--- src/rtl/flag_alu_pkg.sv ---
package flag_alu_pkg;

  localparam logic [3:0] OP_ADD = 4'd0;
  localparam logic [3:0] OP_ADC = 4'd1;
  localparam logic [3:0] OP_SUB = 4'd2;
  localparam logic [3:0] OP_SBC = 4'd3;
  localparam logic [3:0] OP_RSB = 4'd4;
  localparam logic [3:0] OP_MOV = 4'd5;
  localparam logic [3:0] OP_MVN = 4'd6;
  localparam logic [3:0] OP_CMP = 4'd7;
  localparam logic [3:0] OP_CMN = 4'd8;

  typedef enum logic [1:0] {
    CIN_ZERO = 2'd0,
    CIN_ONE  = 2'd1,
    CIN_FLAG = 2'd2
  } cin_sel_e;

  typedef struct packed {
    logic     valid;
    logic     arith;
    logic     swap;
    logic     inv_y;
    cin_sel_e cin_sel;
    logic     mov_inv;
    logic     write;
    logic     force_flags;
  } alu_ctrl_t;

  typedef struct packed {
    logic n;
    logic z;
    logic c;
    logic v;
  } alu_flags_t;

endpackage

--- src/rtl/falu_decode.sv ---
module falu_decode
  import flag_alu_pkg::*;
(
  input  logic [3:0] op_i,
  output alu_ctrl_t  ctrl_o
);

  always_comb begin
    ctrl_o = '{valid: 1'b1, arith: 1'b0, swap: 1'b0, inv_y: 1'b0,
               cin_sel: CIN_ZERO, mov_inv: 1'b0, write: 1'b0,
               force_flags: 1'b0};
    case (op_i)
      OP_ADD: begin ctrl_o.arith = 1'b1; ctrl_o.write = 1'b1; end
      OP_ADC: begin
        ctrl_o.arith = 1'b1; ctrl_o.cin_sel = CIN_FLAG; ctrl_o.write = 1'b1;
      end
      OP_SUB: begin
        ctrl_o.arith = 1'b1; ctrl_o.inv_y = 1'b1;
        ctrl_o.cin_sel = CIN_ONE; ctrl_o.write = 1'b1;
      end
      OP_SBC: begin
        ctrl_o.arith = 1'b1; ctrl_o.inv_y = 1'b1;
        ctrl_o.cin_sel = CIN_FLAG; ctrl_o.write = 1'b1;
      end
      OP_RSB: begin
        ctrl_o.arith = 1'b1; ctrl_o.swap = 1'b1; ctrl_o.inv_y = 1'b1;
        ctrl_o.cin_sel = CIN_ONE; ctrl_o.write = 1'b1;
      end
      OP_MOV: ctrl_o.write = 1'b1;
      OP_MVN: begin ctrl_o.mov_inv = 1'b1; ctrl_o.write = 1'b1; end
      OP_CMP: begin
        ctrl_o.arith = 1'b1; ctrl_o.inv_y = 1'b1;
        ctrl_o.cin_sel = CIN_ONE; ctrl_o.force_flags = 1'b1;
      end
      OP_CMN: begin ctrl_o.arith = 1'b1; ctrl_o.force_flags = 1'b1; end
      default: ctrl_o.valid = 1'b0;
    endcase
  end

endmodule

--- src/rtl/falu_opnd_sel.sv ---
module falu_opnd_sel #(
  parameter int WIDTH = 32,
  parameter int IMM_W = 12
) (
  input  logic             use_imm_i,
  input  logic [WIDTH-1:0] reg_i,
  input  logic [IMM_W-1:0] imm_i,
  output logic [WIDTH-1:0] opnd_o
);

  localparam int PAD_W = WIDTH - IMM_W;

  logic [WIDTH-1:0] imm_ext;

  generate
    if (PAD_W > 0) begin : g_pad
      assign imm_ext = {{PAD_W{1'b0}}, imm_i};
    end else begin : g_full
      assign imm_ext = imm_i[WIDTH-1:0];
    end
  endgenerate

  assign opnd_o = use_imm_i ? imm_ext : reg_i;

endmodule

--- src/rtl/falu_addsub.sv ---
module falu_addsub #(
  parameter int WIDTH = 32
) (
  input  logic [WIDTH-1:0] x_i,
  input  logic [WIDTH-1:0] y_i,
  input  logic             cin_i,
  output logic [WIDTH-1:0] sum_o,
  output logic             cout_o,
  output logic             ovf_o
);

  localparam int MSB = WIDTH - 1;

  logic [WIDTH:0] full;

  assign full   = {1'b0, x_i} + {1'b0, y_i} + {{WIDTH{1'b0}}, cin_i};
  assign sum_o  = full[MSB:0];
  assign cout_o = full[WIDTH];
  assign ovf_o  = (x_i[MSB] == y_i[MSB]) && (sum_o[MSB] != x_i[MSB]);

endmodule

--- src/rtl/flag_alu.sv ---
module flag_alu
  import flag_alu_pkg::*;
#(
  parameter int WIDTH = 32,
  parameter int IMM_W = 12
) (
  input  logic             clk,
  input  logic             rst_n,
  input  logic [3:0]       op_i,
  input  logic             set_flags_i,
  input  logic             use_imm_i,
  input  logic [WIDTH-1:0] opa_i,
  input  logic [WIDTH-1:0] opb_i,
  input  logic [IMM_W-1:0] imm_i,
  output logic [WIDTH-1:0] result_o,
  output logic             wr_en_o,
  output logic [3:0]       flags_o
);

  localparam int MSB = WIDTH - 1;

  alu_ctrl_t        ctrl;
  alu_flags_t       flags_q, flags_d;
  logic [WIDTH-1:0] op2, x, y_raw, y, sum, move_val;
  logic             cin, cout, ovf, flags_en;

  falu_decode i_decode (
    .op_i   (op_i),
    .ctrl_o (ctrl)
  );

  falu_opnd_sel #(.WIDTH(WIDTH), .IMM_W(IMM_W)) i_opnd_sel (
    .use_imm_i (use_imm_i),
    .reg_i     (opb_i),
    .imm_i     (imm_i),
    .opnd_o    (op2)
  );

  always_comb begin
    x     = ctrl.swap ? op2 : opa_i;
    y_raw = ctrl.swap ? opa_i : op2;
    y     = ctrl.inv_y ? ~y_raw : y_raw;
    case (ctrl.cin_sel)
      CIN_ONE:  cin = 1'b1;
      CIN_FLAG: cin = flags_q.c;
      default:  cin = 1'b0;
    endcase
  end

  falu_addsub #(.WIDTH(WIDTH)) i_addsub (
    .x_i    (x),
    .y_i    (y),
    .cin_i  (cin),
    .sum_o  (sum),
    .cout_o (cout),
    .ovf_o  (ovf)
  );

  assign move_val = ctrl.mov_inv ? ~op2 : op2;
  assign result_o = ctrl.arith ? sum : move_val;
  assign wr_en_o  = ctrl.valid & ctrl.write;

  // Flag next-state
  assign flags_en = ctrl.valid & (ctrl.force_flags | set_flags_i);

  always_comb begin
    flags_d   = flags_q;
    flags_d.n = result_o[MSB];
    flags_d.z = (result_o == '0);
    if (ctrl.arith) begin
      flags_d.c = cout;
      flags_d.v = ovf;
    end
  end

  // Flag register
  always_ff @(posedge clk or negedge rst_n) begin
    if (!rst_n) begin
      flags_q <= '0;
    end else if (flags_en) begin
      flags_q <= flags_d;
    end
  end

  assign flags_o = flags_q;

endmodule

--- config.mk ---
export PLATFORM = sky130hd
export DESIGN_NAME = flag_alu
export DESIGN_NICKNAME = d
export VERILOG_FILES = /design/src/rtl/flag_alu_pkg.sv /design/src/rtl/falu_decode.sv /design/src/rtl/falu_opnd_sel.sv /design/src/rtl/falu_addsub.sv /design/src/rtl/flag_alu.sv
export SDC_FILE = /design/constraint.sdc
export NUM_CORES = 1
export LEC_CHECK = 0
export BUFFER_PORTS_ARGS = -buffer_cell sky130_fd_sc_hd__buf_2
export CORE_UTILIZATION = 50
export CTS_CLUSTER_SIZE = 25
export DETAILED_ROUTE_END_ITERATION = 10
export GPL_ROUTABILITY_DRIVEN = 1
export MAX_ROUTING_LAYER = met4
export PLACE_DENSITY = 0.8
export SYNTH_ARGS = -nofsm -noshare
export SYNTH_HDL_FRONTEND = slang
export SYNTH_HIERARCHICAL = 1
export SYNTH_SLANG_ARGS = --single-unit
export TNS_END_PERCENT = 100
--- constraint.sdc ---
create_clock -name clk -period 6.2 [get_ports clk]
set_clock_uncertainty 0.2 [all_clocks]
set_input_delay 1.24 -clock clk [delete_from_list [all_inputs] [get_ports clk]]
set_output_delay 1.24 -clock clk [all_outputs]
set_load 0.01 [all_outputs]
==> impl_metrics.prom, run 1 <==
# TYPE chip_impl_metric gauge
chip_impl_metric{name="met3_length",unit="um"} 1283
chip_impl_metric{name="fraction_of_registers_with_async_set_or_reset_after_synthesis",unit="%"} 100.0
chip_impl_metric{name="synthesis.yosys.warnings",unit=""} 6
chip_impl_metric{name="grt_antenna_before_repair",unit=""} 0
chip_impl_metric{name="power_share_of_the_sequential_group",unit="%"} 3.4
chip_impl_metric{name="grt_first_pass_wirelength",unit="um"} 22270
chip_impl_metric{name="postLayoutCoreUtil",unit="%"} 73.35
chip_impl_metric{name="synth.ff_latch_count",unit=""} 4
chip_impl_info{name="hold_class",value="flip-flop to flip-flop"} 1
chip_impl_metric{name="met2WireLength",unit="um"} 8018
chip_impl_metric{name="power.ir.vdd_worst",unit="mV"} 0.09762
chip_impl_info{name="rsz0062_at_grt",value="yes"} 1
chip_impl_info{name="run_status",value="complete, but fails checks"} 1
chip_impl_metric{name="synthDistinctLibCells",unit=""} 57
chip_impl_metric{name="ctsHtreeMaxLevel",unit=""} 1
chip_impl_metric{name="p_int",unit="mW"} 0.5361
chip_impl_info{name="worstReg2RegStart",value="flags_o[1]"} 1
chip_impl_metric{name="worst-r2r-cell-count",unit=""} 17
chip_impl_metric{name="boundaryPins",unit=""} 121
chip_impl_metric{name="fin_crit_sh",unit="%"} 101.9
chip_impl_metric{name="flow.area_growth_from_synthesis",unit="%"} 41.30
chip_impl_metric{name="dr.first_iter.drc_count",unit=""} 473
chip_impl_metric{name="postLayoutSetupSlackWorst",unit="ns"} -0.1203
chip_impl_metric{name="numPortBuffers",unit=""} 120
chip_impl_metric{name="stdcell_area",unit="sq mm"} 0.006057
chip_impl_metric{name="leakage",unit="nW"} 2.609
chip_impl_info{name="setup.worst_path.class",value="primary input to primary output"} 1
chip_impl_info{name="final_common_cell",value="sky130_fd_sc_hd__buf_2"} 1
chip_impl_metric{name="vias",unit=""} 5388
chip_impl_metric{name="dpl-instance-area",unit="sq mm"} 0.005396
chip_impl_info{name="critPathLaunchType",value="primary input"} 1
chip_impl_info{name="top_routing_layer_in_use",value="met4"} 1
chip_impl_metric{name="seq_area_frac_synth",unit="%"} 2.335
chip_impl_metric{name="route.layer.met1.wl",unit="um"} 6306
chip_impl_info{name="postSynth.topFlopCell",value="sky130_fd_sc_hd__dfrtp_1"} 1
chip_impl_metric{name="worst_ep_required_time",unit="ns"} 4.76
chip_impl_metric{name="final_layout_size_suffix_gt1_share",unit="%"} 43.01
chip_impl_info{name="clock-root-buffer",value="sky130_fd_sc_hd__clkbuf_8"} 1
chip_impl_metric{name="cp_data_arrival_time",unit="ns"} 4.88
chip_impl_metric{name="worst_hold_slack",unit="ns"} 0.2870
chip_impl_metric{name="grt_start_max_net_pins",unit=""} 72
chip_impl_info{name="setup.worst_path.end_class",value="primary output"} 1
chip_impl_metric{name="worstMarginPinSlew",unit="ns"} 1.210
chip_impl_metric{name="sw_frac_of_total",unit="%"} 50.93
chip_impl_metric{name="post-place-ws",unit="ns"} -0.1984
chip_impl_metric{name="worst_skew_pair.late_latency",unit="ns"} 0.22
chip_impl_metric{name="antenna-diode-count",unit=""} 0
chip_impl_metric{name="first_pass_detailed_route_iteration_total",unit=""} 5
chip_impl_metric{name="die_height",unit="um"} 94.59
chip_impl_metric{name="largest_reg_flops",unit=""} 4
chip_impl_metric{name="clkSlewWorstSetupHoldPaths",unit="ns"} 0.03
chip_impl_metric{name="synth_edf_count",unit=""} 0
chip_impl_metric{name="grt_pass1_vias",unit=""} 4827
chip_impl_metric{name="cts_sinks",unit=""} 4
chip_impl_info{name="worst_r2r_endpoint",value="flags_o[2]"} 1
chip_impl_metric{name="fin_total_pwr",unit="mW"} 1.093
chip_impl_metric{name="setup_total_negative_slack",unit="ns"} -0.2337
chip_impl_metric{name="die-area",unit="sq mm"} 0.008947
chip_impl_metric{name="synthesis.nets",unit=""} 692
chip_impl_metric{name="synth_area",unit="sq mm"} 0.004287
chip_impl_metric{name="max_freq",unit="GHz"} 0.1582
chip_impl_metric{name="drt.antenna.violating_nets",unit=""} 0
chip_impl_metric{name="setup_viol",unit=""} 3
chip_impl_metric{name="number_of_violations_of_the_max_capacitance_limit",unit=""} 0
chip_impl_metric{name="core",unit="sq mm"} 0.008258
chip_impl_metric{name="pwr-share-comb",unit="%"} 91.5
chip_impl_metric{name="grt.total_usage",unit="%"} 31.66
chip_impl_metric{name="reg2reg_slack",unit="ns"} 2.02
chip_impl_metric{name="pwr_density_cell",unit="mW/mm^2"} 180.4
chip_impl_metric{name="wl",unit="um"} 16340
chip_impl_info{name="failed_checks",value="setup timing"} 1
chip_impl_metric{name="finalHoldViolations",unit=""} 0
chip_impl_metric{name="synth.avg_cell_area",unit="sq um"} 7.481
chip_impl_metric{name="report.final.slew_viol_count",unit=""} 0
chip_impl_metric{name="layout.nets",unit=""} 865
chip_impl_metric{name="route.detailed.vias_per_inst",unit=""} 6.346
chip_impl_metric{name="timing.slew.headroom",unit="%"} 19.32
chip_impl_metric{name="chipWidth",unit="um"} 94.59
chip_impl_metric{name="starting_density",unit="%"} 51.91
chip_impl_metric{name="switching_power",unit="mW"} 0.5565
chip_impl_metric{name="final_cells",unit=""} 849
chip_impl_metric{name="routedWlPerCell",unit="um"} 19.24
chip_impl_metric{name="drc_errors",unit=""} 0
chip_impl_metric{name="clock_buffers_created_by_tritoncts",unit=""} 3
chip_impl_metric{name="dp_cells",unit=""} 831
chip_impl_metric{name="row_count",unit=""} 33
chip_impl_metric{name="synthesis.instances",unit=""} 573
chip_impl_metric{name="critical_path_peak_fanout",unit=""} 6
chip_impl_metric{name="pwr-share-clk",unit="%"} 5.2
chip_impl_metric{name="globalplace.congestion",unit=""} 0.9818
chip_impl_info{name="most_used_cells_in_the_layout_excluding_fill_and_tap_cells",value="117 x sky130_fd_sc_hd__buf_2, 77 x sky130_fd_sc_hd__buf_4, 76 x sky130_fd_sc_hd__xnor2_1, 59 x sky130_fd_sc_hd__nand2_1, 46 x sky130_fd_sc_hd__mux2_2"} 1
chip_impl_metric{name="detailedPlacementHpwl",unit="um"} 11160
chip_impl_metric{name="layout_min_cycle_time",unit="ns"} 6.320
chip_impl_info{name="tritoncts_clock_tree",value="built"} 1
chip_impl_metric{name="grt.overflow.total",unit=""} 0
chip_impl_info{name="worst_setup_path_endpoint",value="result_o[20]"} 1
chip_impl_info{name="crit_start",value="op_i[0]"} 1
chip_impl_metric{name="cts_max_path_buffers",unit=""} 2
[Yosys cell counts (3+ instances only)]
library cell	count	area [sq um]
sky130_fd_sc_hd__nand2_1	61	229.0
sky130_fd_sc_hd__a211oi_1	4	30.03
sky130_fd_sc_hd__inv_1	11	41.29
sky130_fd_sc_hd__nor4_1	8	50.05
sky130_fd_sc_hd__mux2_2	46	518.0
sky130_fd_sc_hd__a221oi_1	3	26.28
sky130_fd_sc_hd__nand3_1	9	45.04
sky130_fd_sc_hd__mux2i_1	41	410.4
sky130_fd_sc_hd__a21oi_1	29	145.1
sky130_fd_sc_hd__nor2_1	18	67.56
sky130_fd_sc_hd__nand4_1	15	93.84
sky130_fd_sc_hd__buf_6	4	45.04
sky130_fd_sc_hd__or4_1	8	60.06
sky130_fd_sc_hd__and2_1	3	18.77
sky130_fd_sc_hd__o21a_1	6	45.04
sky130_fd_sc_hd__a31oi_1	4	25.02
sky130_fd_sc_hd__nor2b_1	23	143.9
sky130_fd_sc_hd__ha_1	33	412.9
sky130_fd_sc_hd__o21bai_1	5	37.54
sky130_fd_sc_hd__buf_1	4	15.01
sky130_fd_sc_hd__o31ai_1	3	22.52
sky130_fd_sc_hd__nor3_1	6	30.03
sky130_fd_sc_hd__and3_1	5	31.28
sky130_fd_sc_hd__clkbuf_1	16	60.06
sky130_fd_sc_hd__dfrtp_1	4	100.1
sky130_fd_sc_hd__xor2_1	10	87.58
sky130_fd_sc_hd__buf_2	12	60.06
sky130_fd_sc_hd__xnor2_1	80	700.7
sky130_fd_sc_hd__o21ai_0	47	235.2
sky130_fd_sc_hd__nand2b_1	4	25.02
sky130_fd_sc_hd__a21o_1	16	120.1
[metal layers]
layer,global-route usage [%],up-vias
met2,56.52,320
met4,7.702,0
met3,1.127,86
li1,-,2427
met1,39.18,2555
met5,-,-
[critical path, stage by stage]
cell	delay, ns
sky130_fd_sc_hd__buf_12	0.10
sky130_fd_sc_hd__nand2b_4	0.14
sky130_fd_sc_hd__nand3_2	0.10
sky130_fd_sc_hd__a21oi_2	0.15
sky130_fd_sc_hd__inv_1	0.07
sky130_fd_sc_hd__ha_2	0.19
sky130_fd_sc_hd__a21oi_2	0.17
sky130_fd_sc_hd__nor2_2	0.07
sky130_fd_sc_hd__fa_2	0.41
sky130_fd_sc_hd__fa_2	0.35
sky130_fd_sc_hd__a21o_1	0.19
sky130_fd_sc_hd__a221oi_2	0.30
sky130_fd_sc_hd__or3_4	0.23
sky130_fd_sc_hd__a21boi_4	0.07
sky130_fd_sc_hd__o21a_1	0.23
sky130_fd_sc_hd__a311oi_2	0.38
sky130_fd_sc_hd__nand2_1	0.12
sky130_fd_sc_hd__o21ai_0	0.18
sky130_fd_sc_hd__buf_2	0.20
[worst min path at each step]
stage	end	slack, ns	start	cells past startpoint
3_3_place_gp	flags_o[3]	0.27	flags_o[3]	2
2_1_floorplan	flags_o[3]	0.32	flags_o[3]	2
6_report	flags_o[3]	0.29	flags_o[3]	2
4_1_cts	flags_o[3]	0.28	flags_o[3]	2
3_5_place_dp	flags_o[3]	0.28	flags_o[3]	2
5_1_grt	flags_o[3]	0.32	flags_o[3]	2
[layout make-up]
cell class / instances / area [sq um]
fill: 562 / 2201
clock buffer: 3 / 41.29
tap: 105 / 131.4
timing repair buffer: 206 / 1420
multi-input combinational: 520 / 4323
inverter: 11 / 41.29
sequential: 4 / 100.1
[cell families after synthesis]
| family | Yosys count | synth area share [%] |
|---|---|---|
| AOI/OAI and AO/OA | 139 | 21.13 |
| buffers and inverters | 49 | 5.458 |
| adders and majority gates | 35 | 10.57 |
| xor gates and xnor gates | 90 | 18.39 |
| and+or+nand+nor | 168 | 20.11 |
| muxes | 88 | 22.01 |
| DFF | 4 | 2.335 |
[repair_timing]
action,4_1_cts,5_1_grt
hold buffers,0,0
pin swaps,7,30
cloned,0,2
buffers inserted,1,12
endpoints found under the setup margin,18,19
gates resized for setup,20,69
[power by group through the flow]
stage          clock [mW]  sequential, mW  combinational (mW)
2_1_floorplan           0          0.0394               0.528
3_3_place_gp            0          0.0364               0.819
3_5_place_dp            0          0.0368               0.839
4_1_cts            0.0569          0.0367               0.859
5_1_grt            0.0573          0.0375                1.06
6_report           0.0564          0.0368               0.999
No activity file was read; power rests on OpenSTA's default activity.
==> inputs of run 2 (changes only) <==
--- a/config.mk
+++ b/config.mk
@@ -6,6 +6,7 @@
 export NUM_CORES = 1
 export LEC_CHECK = 0
 export BUFFER_PORTS_ARGS = -buffer_cell sky130_fd_sc_hd__buf_2
+export CORE_MARGIN = 2
 export CORE_UTILIZATION = 50
 export CTS_CLUSTER_SIZE = 25
 export DETAILED_ROUTE_END_ITERATION = 10
==> run 2 against run 1 <==
Effect of this change: the flow still finishes with violations (setup timing); clock-buffer cell count is the same; clock power shrank 3%; first-iteration DRC count shrank 8.9%; global-route usage shrank 0.92 points; wire length shrank 5.2%; combinational power shrank 5.9%; flip-flop and latch count is the same; worst setup slack gained 0.034 ns; sequential power grew 4%; critical endpoint is now result_o[18].
==> impl_metrics.prom, run 2 (synthesis gave the netlist of run 1 again) <==
# TYPE chip_impl_metric gauge
chip_impl_info{name="run_status",value="complete, but fails checks"} 1
chip_impl_info{name="failed_checks",value="setup timing"} 1
chip_impl_metric{name="ctsHtreeMaxLevel",unit=""} 1
chip_impl_info{name="clock-root-buffer",value="sky130_fd_sc_hd__clkbuf_8"} 1
chip_impl_metric{name="worst_skew_pair.late_latency",unit="ns"} 0.22
chip_impl_info{name="tritoncts_clock_tree",value="built"} 1
chip_impl_metric{name="number_of_violations_of_the_max_capacitance_limit",unit=""} 0
chip_impl_info{name="worst_r2r_endpoint",value="flags_o[2]"} 1
chip_impl_metric{name="drc_errors",unit=""} 0
chip_impl_metric{name="setup_total_negative_slack",unit="ns"} -0.1113
chip_impl_metric{name="core",unit="sq mm"} 0.008258
chip_impl_info{name="final_common_cell",value="sky130_fd_sc_hd__buf_2"} 1
chip_impl_metric{name="cts_max_path_buffers",unit=""} 2
chip_impl_metric{name="worstMarginPinSlew",unit="ns"} 1.147
chip_impl_metric{name="numPortBuffers",unit=""} 120
chip_impl_metric{name="fin_crit_sh",unit="%"} 101.4
chip_impl_metric{name="flow.area_growth_from_synthesis",unit="%"} 36.89
chip_impl_info{name="worstReg2RegStart",value="flags_o[1]"} 1
chip_impl_metric{name="detailedPlacementHpwl",unit="um"} 11580
chip_impl_metric{name="report.final.slew_viol_count",unit=""} 0
chip_impl_info{name="worst_setup_path_endpoint",value="result_o[18]"} 1
chip_impl_metric{name="worst_ep_required_time",unit="ns"} 4.76
chip_impl_info{name="crit_family",value="compound AO/OA/AOI/OAI gates"} 1
chip_impl_metric{name="cp_data_arrival_time",unit="ns"} 4.85
chip_impl_metric{name="starting_density",unit="%"} 51.91
chip_impl_info{name="timing.critical_path.cells",value="buf_12, nand2b_4, nand3_2, a21oi_2, inv_1, ha_2, a21oi_2, nor2_1, fa_2, fa_2, a21o_1, a221oi_2, or3_4, a21boi_4, and2_4, o41ai_4, xnor2_1, nand2_1, o21ai_2, buf_2"} 1
chip_impl_metric{name="pwr_density_cell",unit="mW/mm^2"} 176.1
chip_impl_metric{name="crit_path_buf_inv_count",unit=""} 3
chip_impl_metric{name="holdBufCountCts",unit=""} 0
chip_impl_metric{name="grt_pass1_vias",unit=""} 4880
chip_impl_metric{name="clkSlewWorstSetupHoldPaths",unit="ns"} 0.03
chip_impl_metric{name="setup_viol",unit=""} 2
chip_impl_metric{name="vias",unit=""} 5267
chip_impl_metric{name="finalHoldViolations",unit=""} 0
chip_impl_info{name="most_used_cells_in_the_layout_excluding_fill_and_tap_cells",value="116 x sky130_fd_sc_hd__buf_2, 80 x sky130_fd_sc_hd__buf_4, 78 x sky130_fd_sc_hd__xnor2_1, 60 x sky130_fd_sc_hd__nand2_1, 46 x sky130_fd_sc_hd__mux2_2"} 1
chip_impl_info{name="crit_start",value="op_i[2]"} 1
chip_impl_metric{name="chipWidth",unit="um"} 96.59
chip_impl_metric{name="leakage",unit="nW"} 2.560
chip_impl_metric{name="max_freq",unit="GHz"} 0.1591
chip_impl_info{name="setup.worst_path.class",value="primary input to primary output"} 1
chip_impl_info{name="setup.worst_path.end_class",value="primary output"} 1
chip_impl_metric{name="grt_antenna_before_repair",unit=""} 0
chip_impl_metric{name="die-area",unit="sq mm"} 0.009330
chip_impl_metric{name="grt.overflow.total",unit=""} 0
chip_impl_info{name="critPathLaunchType",value="primary input"} 1
chip_impl_metric{name="largest_reg_flops",unit=""} 4
chip_impl_metric{name="post-place-ws",unit="ns"} -0.1507
chip_impl_metric{name="cts_sinks",unit=""} 4
chip_impl_metric{name="antenna-diode-count",unit=""} 0
chip_impl_metric{name="routedWlPerCell",unit="um"} 18.24
chip_impl_metric{name="worstSetupPathDepth",unit=""} 20
chip_impl_metric{name="first_pass_detailed_route_iteration_total",unit=""} 6
chip_impl_metric{name="worst_path_largest_cell_delay",unit="ns"} 0.41
chip_impl_metric{name="timing.slew.headroom",unit="%"} 23.55
chip_impl_metric{name="reg2reg_slack",unit="ns"} 2.02
chip_impl_metric{name="clock_buffers_created_by_tritoncts",unit=""} 3
chip_impl_info{name="hold_class",value="flip-flop to flip-flop"} 1
chip_impl_metric{name="route.detailed.vias_per_inst",unit=""} 6.204
chip_impl_metric{name="layout_min_cycle_time",unit="ns"} 6.286
chip_impl_metric{name="grt_first_pass_wirelength",unit="um"} 22180
chip_impl_metric{name="boundaryPins",unit=""} 121
chip_impl_metric{name="final_layout_size_suffix_gt1_share",unit="%"} 41.26
chip_impl_metric{name="grt_start_max_net_pins",unit=""} 72
chip_impl_info{name="worst_path_max_delay_cell",value="sky130_fd_sc_hd__fa_2"} 1
chip_impl_metric{name="die_height",unit="um"} 96.59
chip_impl_metric{name="dr.first_iter.drc_count",unit=""} 431
chip_impl_info{name="rsz0062_at_grt",value="yes"} 1
chip_impl_metric{name="grt.total_usage",unit="%"} 30.74
chip_impl_metric{name="layout.nets",unit=""} 865
chip_impl_metric{name="wl",unit="um"} 15490
chip_impl_metric{name="critical_path_peak_fanout",unit=""} 7
chip_impl_metric{name="worst-r2r-cell-count",unit=""} 16
chip_impl_metric{name="row_count",unit=""} 33
chip_impl_metric{name="postLayoutSetupSlackWorst",unit="ns"} -0.08612
chip_impl_metric{name="globalplace.congestion",unit=""} 0.9422
chip_impl_metric{name="drt.antenna.violating_nets",unit=""} 0
chip_impl_metric{name="power.ir.vdd_worst",unit="mV"} 0.09081
-- run 2: changes by cell type in the layout (fill, tap and decap cells not counted), moves of 2 or more --
| cell | before | now |
|---|---|---|
| sky130_fd_sc_hd__buf_16 | 2 | 0 |
| sky130_fd_sc_hd__buf_4 | 77 | 80 |
| sky130_fd_sc_hd__ha_4 | 5 | 0 |
| sky130_fd_sc_hd__a21oi_1 | 23 | 25 |
| sky130_fd_sc_hd__ha_1 | 26 | 31 |
| sky130_fd_sc_hd__nor2_1 | 15 | 17 |
| sky130_fd_sc_hd__nor2b_2 | 0 | 4 |
| sky130_fd_sc_hd__nor2_2 | 4 | 2 |
| sky130_fd_sc_hd__nor2b_1 | 23 | 19 |
| sky130_fd_sc_hd__o21ai_0 | 39 | 41 |
| sky130_fd_sc_hd__xnor2_2 | 4 | 2 |
| sky130_fd_sc_hd__xnor2_1 | 76 | 78 |
| sky130_fd_sc_hd__o21ai_1 | 8 | 6 |
-- run 2: worst min-delay path by stage --
stage	from	end	slack [ns]	cells after the start
finish	flags_o[0]	flags_o[0]	0.32	1
global route	flags_o[2]	flags_o[2]	0.33	1
CTS	flags_o[2]	flags_o[2]	0.31	1
detailed placement	flags_o[3]	flags_o[3]	0.28	2
global placement	flags_o[3]	flags_o[3]	0.26	2
floorplan	flags_o[3]	flags_o[3]	0.32	2
-- run 2: power breakdown --
part | switching, mW | leakage [nW] | internal (mW) | total (mW)
combinational | 0.499 | 2.49 | 0.441 | 0.940
clock | 0.0134 | 0.0216 | 0.0414 | 0.0548
sequential | 0.00577 | 0.0523 | 0.0327 | 0.0384
-- run 2: final cells by class --
| type | instances | area (sq um) |
|---|---|---|
| Sequential cell | 4 | 100.1 |
| Clock buffer | 3 | 41.29 |
| Inverter | 11 | 41.29 |
| Fill cell | 619 | 2390 |
| Timing Repair Buffer | 206 | 1369 |
| Multi-Input combinational cell | 520 | 4185 |
| Tap cell | 105 | 131.4 |
-- run 2: what timing repair did --
| action | CTS | global route |
|---|---|---|
| hold endpoints to repair | 0 | 0 |
| setup buffers | 0 | 10 |
| gates cloned | 0 | 1 |
| pin swaps | 3 | 29 |
| endpoints found under the setup margin | 14 | 20 |
| gates resized for setup | 14 | 49 |
-- run 2: metal layers --
metal	track usage, %	part of all wire, %	vias to the layer above
met5	-	0	-
met4	12.09	4.1	0
met3	1.862	6.1	69
met2	53.59	49	278
met1	37.12	41	2497
li1	-	-	2423
-- run 2: worst reg2reg max path: cells and delay by family, from the launching register on --
kind                     cells  cell delay, ns
AND/OR/NAND/NOR              5            1.05
XOR/XNOR                     1            0.11
buffers and inverters        1            0.13
adder cells (fa/ha/maj)      2            0.81
AO/OA/AOI/OAI                7            1.40
flip-flops                   1            0.42
-- run 2: metrics by stage --
step                instances  utilization (%)  area (sq um)  power (mW)  hold WS [ns]
CTS                       839            67.11          5542      0.9631        0.3135
finish                    849            71.06          5868       1.033        0.3155
detailed placement        836            65.95          5446      0.8925        0.2801
floorplan                 573                -          4302      0.5672        0.3156
global placement          836            65.95          5446      0.8692        0.2600
global route              849            71.06          5868       1.106        0.3331
==> inputs of run 3 (changes only) <==
--- a/config.mk
+++ b/config.mk
@@ -11,8 +11,10 @@
 export CTS_CLUSTER_SIZE = 25
 export DETAILED_ROUTE_END_ITERATION = 10
 export GPL_ROUTABILITY_DRIVEN = 1
+export HOLD_SLACK_MARGIN = 0.03
 export MAX_ROUTING_LAYER = met4
 export PLACE_DENSITY = 0.8
+export REMOVE_ABC_BUFFERS = 1
 export SYNTH_ARGS = -nofsm -noshare
 export SYNTH_HDL_FRONTEND = slang
 export SYNTH_HIERARCHICAL = 1
==> run 3 against run 2 <==
Effect of this change: the flow still finishes with violations (setup timing); combinational power is 11% higher; flip-flop and latch count stayed put; global-route usage is 1.1 points lower; sequential power hardly changed; largest cell class unchanged; highest routed layer unchanged.
==> impl_metrics.prom, run 3 (synthesis gave the netlist of run 1 again) <==
# TYPE chip_impl_metric gauge
chip_impl_info{name="run_status",value="complete, but fails checks"} 1
chip_impl_info{name="failed_checks",value="setup timing"} 1
chip_impl_metric{name="stdcell_area",unit="sq mm"} 0.006211
chip_impl_metric{name="largest_reg_flops",unit=""} 4
chip_impl_info{name="timing.critical_path.cells",value="buf_6, nand2b_4, nor3_4, buf_12, buf_4, clkbuf_16, mux2i_1, xnor2_1, ha_1, buf_4, a31o_1, a41oi_2, buf_4, o41a_1, o21ai_4, a41oi_2, xnor2_1, mux2i_1, inv_1, buf_2"} 1
chip_impl_metric{name="met3_length",unit="um"} 915
chip_impl_metric{name="die_height",unit="um"} 96.59
chip_impl_metric{name="boundaryPins",unit=""} 121
chip_impl_metric{name="grt_first_pass_wirelength",unit="um"} 21710
chip_impl_metric{name="grt_pass1_vias",unit=""} 4761
chip_impl_metric{name="drc_errors",unit=""} 0
chip_impl_metric{name="finalHoldViolations",unit=""} 0
chip_impl_metric{name="route.detailed.vias_per_inst",unit=""} 6.014
chip_impl_metric{name="route.layer.met1.wl",unit="um"} 6567
chip_impl_info{name="top_routing_layer_in_use",value="met4"} 1
chip_impl_metric{name="layout.nets",unit=""} 895
chip_impl_metric{name="row_count",unit=""} 33
chip_impl_metric{name="p_int",unit="mW"} 0.5830
chip_impl_metric{name="leakage",unit="nW"} 2.753
chip_impl_metric{name="crit_path_buf_inv_count",unit=""} 8
chip_impl_info{name="worst_path_most_repeated_cell",value="sky130_fd_sc_hd__buf_4"} 1
chip_impl_metric{name="routedWlPerCell",unit="um"} 17.89
chip_impl_metric{name="chipWidth",unit="um"} 96.59
chip_impl_metric{name="dpl-instance-area",unit="sq mm"} 0.005548
chip_impl_metric{name="worst_skew_pair.late_latency",unit="ns"} 0.22
chip_impl_metric{name="number_of_violations_of_the_max_capacitance_limit",unit=""} 0
chip_impl_metric{name="setup_viol",unit=""} 5
chip_impl_info{name="rsz0062_at_grt",value="yes"} 1
chip_impl_metric{name="drt.antenna.violating_nets",unit=""} 0
chip_impl_metric{name="layout_min_cycle_time",unit="ns"} 6.318
chip_impl_metric{name="fin_crit_sh",unit="%"} 101.9
chip_impl_metric{name="worstMarginPinSlew",unit="ns"} 1.200
chip_impl_metric{name="critical_path_peak_fanout",unit=""} 7
chip_impl_metric{name="max_freq",unit="GHz"} 0.1583
chip_impl_metric{name="grt_antenna_before_repair",unit=""} 0
chip_impl_metric{name="cts_sinks",unit=""} 4
chip_impl_metric{name="antenna-diode-count",unit=""} 0
chip_impl_metric{name="die-area",unit="sq mm"} 0.009330
chip_impl_metric{name="pwr_density_cell",unit="mW/mm^2"} 182.5
chip_impl_metric{name="grt_start_max_net_pins",unit=""} 72
chip_impl_metric{name="first_pass_detailed_route_iteration_total",unit=""} 5
chip_impl_metric{name="worst_path_largest_cell_delay",unit="ns"} 0.36
chip_impl_metric{name="flow.area_growth_from_synthesis",unit="%"} 44.89
chip_impl_info{name="crit_family",value="buffers and inverters"} 1
chip_impl_metric{name="grt.overflow.total",unit=""} 0
chip_impl_info{name="worst_path_max_delay_cell",value="sky130_fd_sc_hd__o41a_1"} 1
chip_impl_metric{name="clkSlewWorstSetupHoldPaths",unit="ns"} 0.03
chip_impl_metric{name="power.ir.vdd_worst",unit="mV"} 0.09808
chip_impl_metric{name="cp_data_arrival_time",unit="ns"} 4.88
chip_impl_metric{name="fin_total_pwr",unit="mW"} 1.133
chip_impl_metric{name="starting_density",unit="%"} 51.91
chip_impl_metric{name="final_layout_size_suffix_gt1_share",unit="%"} 44.44
chip_impl_metric{name="wl",unit="um"} 15730
chip_impl_metric{name="detailedPlacementHpwl",unit="um"} 10960
chip_impl_info{name="setup.worst_path.end_class",value="primary output"} 1
chip_impl_info{name="most_used_cells_in_the_layout_excluding_fill_and_tap_cells",value="116 x sky130_fd_sc_hd__buf_2, 105 x sky130_fd_sc_hd__buf_4, 76 x sky130_fd_sc_hd__xnor2_1, 60 x sky130_fd_sc_hd__nand2_1, 44 x sky130_fd_sc_hd__mux2_2"} 1
chip_impl_metric{name="switching_power",unit="mW"} 0.5504
chip_impl_metric{name="pwr-share-comb",unit="%"} 91.8
chip_impl_metric{name="worst_hold_slack",unit="ns"} 0.3200
chip_impl_metric{name="pwr-share-clk",unit="%"} 4.8
chip_impl_info{name="clock-root-buffer",value="sky130_fd_sc_hd__clkbuf_8"} 1
chip_impl_metric{name="cts_max_path_buffers",unit=""} 2
chip_impl_metric{name="timing.slew.headroom",unit="%"} 19.99
chip_impl_metric{name="postLayoutSetupSlackWorst",unit="ns"} -0.1184
chip_impl_metric{name="vias",unit=""} 5286
chip_impl_info{name="critPathLaunchType",value="primary input"} 1
chip_impl_metric{name="grt.total_usage",unit="%"} 29.67
chip_impl_metric{name="worst_ep_required_time",unit="ns"} 4.76
chip_impl_metric{name="final.fill_count",unit=""} 602
chip_impl_info{name="hold_class",value="flip-flop to flip-flop"} 1
chip_impl_info{name="final_common_cell",value="sky130_fd_sc_hd__buf_2"} 1
chip_impl_info{name="tritoncts_clock_tree",value="built"} 1
chip_impl_metric{name="setup_total_negative_slack",unit="ns"} -0.2736
chip_impl_metric{name="postLayoutCoreUtil",unit="%"} 75.21
chip_impl_metric{name="core",unit="sq mm"} 0.008258
chip_impl_metric{name="met2WireLength",unit="um"} 7894
chip_impl_metric{name="report.final.slew_viol_count",unit=""} 0
chip_impl_metric{name="numPortBuffers",unit=""} 120
chip_impl_metric{name="ctsHtreeMaxLevel",unit=""} 1
chip_impl_info{name="setup.worst_path.class",value="primary input to primary output"} 1
chip_impl_metric{name="clock_buffers_created_by_tritoncts",unit=""} 3
chip_impl_metric{name="globalplace.congestion",unit=""} 1.002
chip_impl_metric{name="dr.first_iter.drc_count",unit=""} 368
chip_impl_metric{name="sw_frac_of_total",unit="%"} 48.56
chip_impl_metric{name="power_share_of_the_sequential_group",unit="%"} 3.4
-- run 3: layer usage --
metal / up-vias / GRT usage, %
li1: 2477 / -
met1: 2540 / 37.74
met2: 231 / 50.75
met3: 38 / 2.405
met4: 0 / 7.981
met5: - / -
-- run 3: area by class of cell --
| type | instances | area [sq um] | share of cell area [%] |
|---|---|---|---|
| clock buffer | 3 | 41.29 | 0.6648 |
| inverter | 11 | 41.29 | 0.6648 |
| multi-input combinational | 520 | 4268 | 68.71 |
| sequential | 4 | 100.1 | 1.612 |
| tap | 105 | 131.4 | 2.115 |
| timing repair buffer | 236 | 1629 | 26.23 |
-- run 3: worst paths after layout --
kind | from | endpoint | slack, ns | depth (start not counted)
setup / recovery | op_i[3] | result_o[31] | -0.12 | 20
hold / removal | flags_o[0] | flags_o[0] | 0.32 | 1
setup reg to reg | flags_o[1] | flags_o[2] | 2.02 | 18
hold reg to reg | flags_o[0] | flags_o[0] | 0.32 | 1
max in group asynchronous | rst_n | flags_o[0] | 5.05 | 1
min in group asynchronous | rst_n | flags_o[2] | 0.62 | 1
-- run 3: timing repair --
item,CTS,global route
hold buffers,0,0
pin swaps,8,44
buffers inserted,1,20
resized for setup,22,64
endpoints found under the setup margin,17,20
cloned,0,4
-- run 3: power by group through the flow --
stage / combinational, mW / clock, mW / sequential (mW)
global placement: 0.861 / 0 / 0.0371
floorplan: 0.516 / 0 / 0.0394
finish: 1.04 / 0.0549 / 0.0384
detailed placement: 0.881 / 0 / 0.0377
CTS: 0.899 / 0.0551 / 0.0378
global route: 1.12 / 0.0566 / 0.0384
-- run 3: metrics by stage --
stage / worst slack [ns] / cells
finish: -0.1184 / 879
detailed placement: -0.2354 / 852
floorplan: -5.252 / 535
CTS: -0.01694 / 856
global route: -0.2749 / 879
global placement: -0.1355 / 852
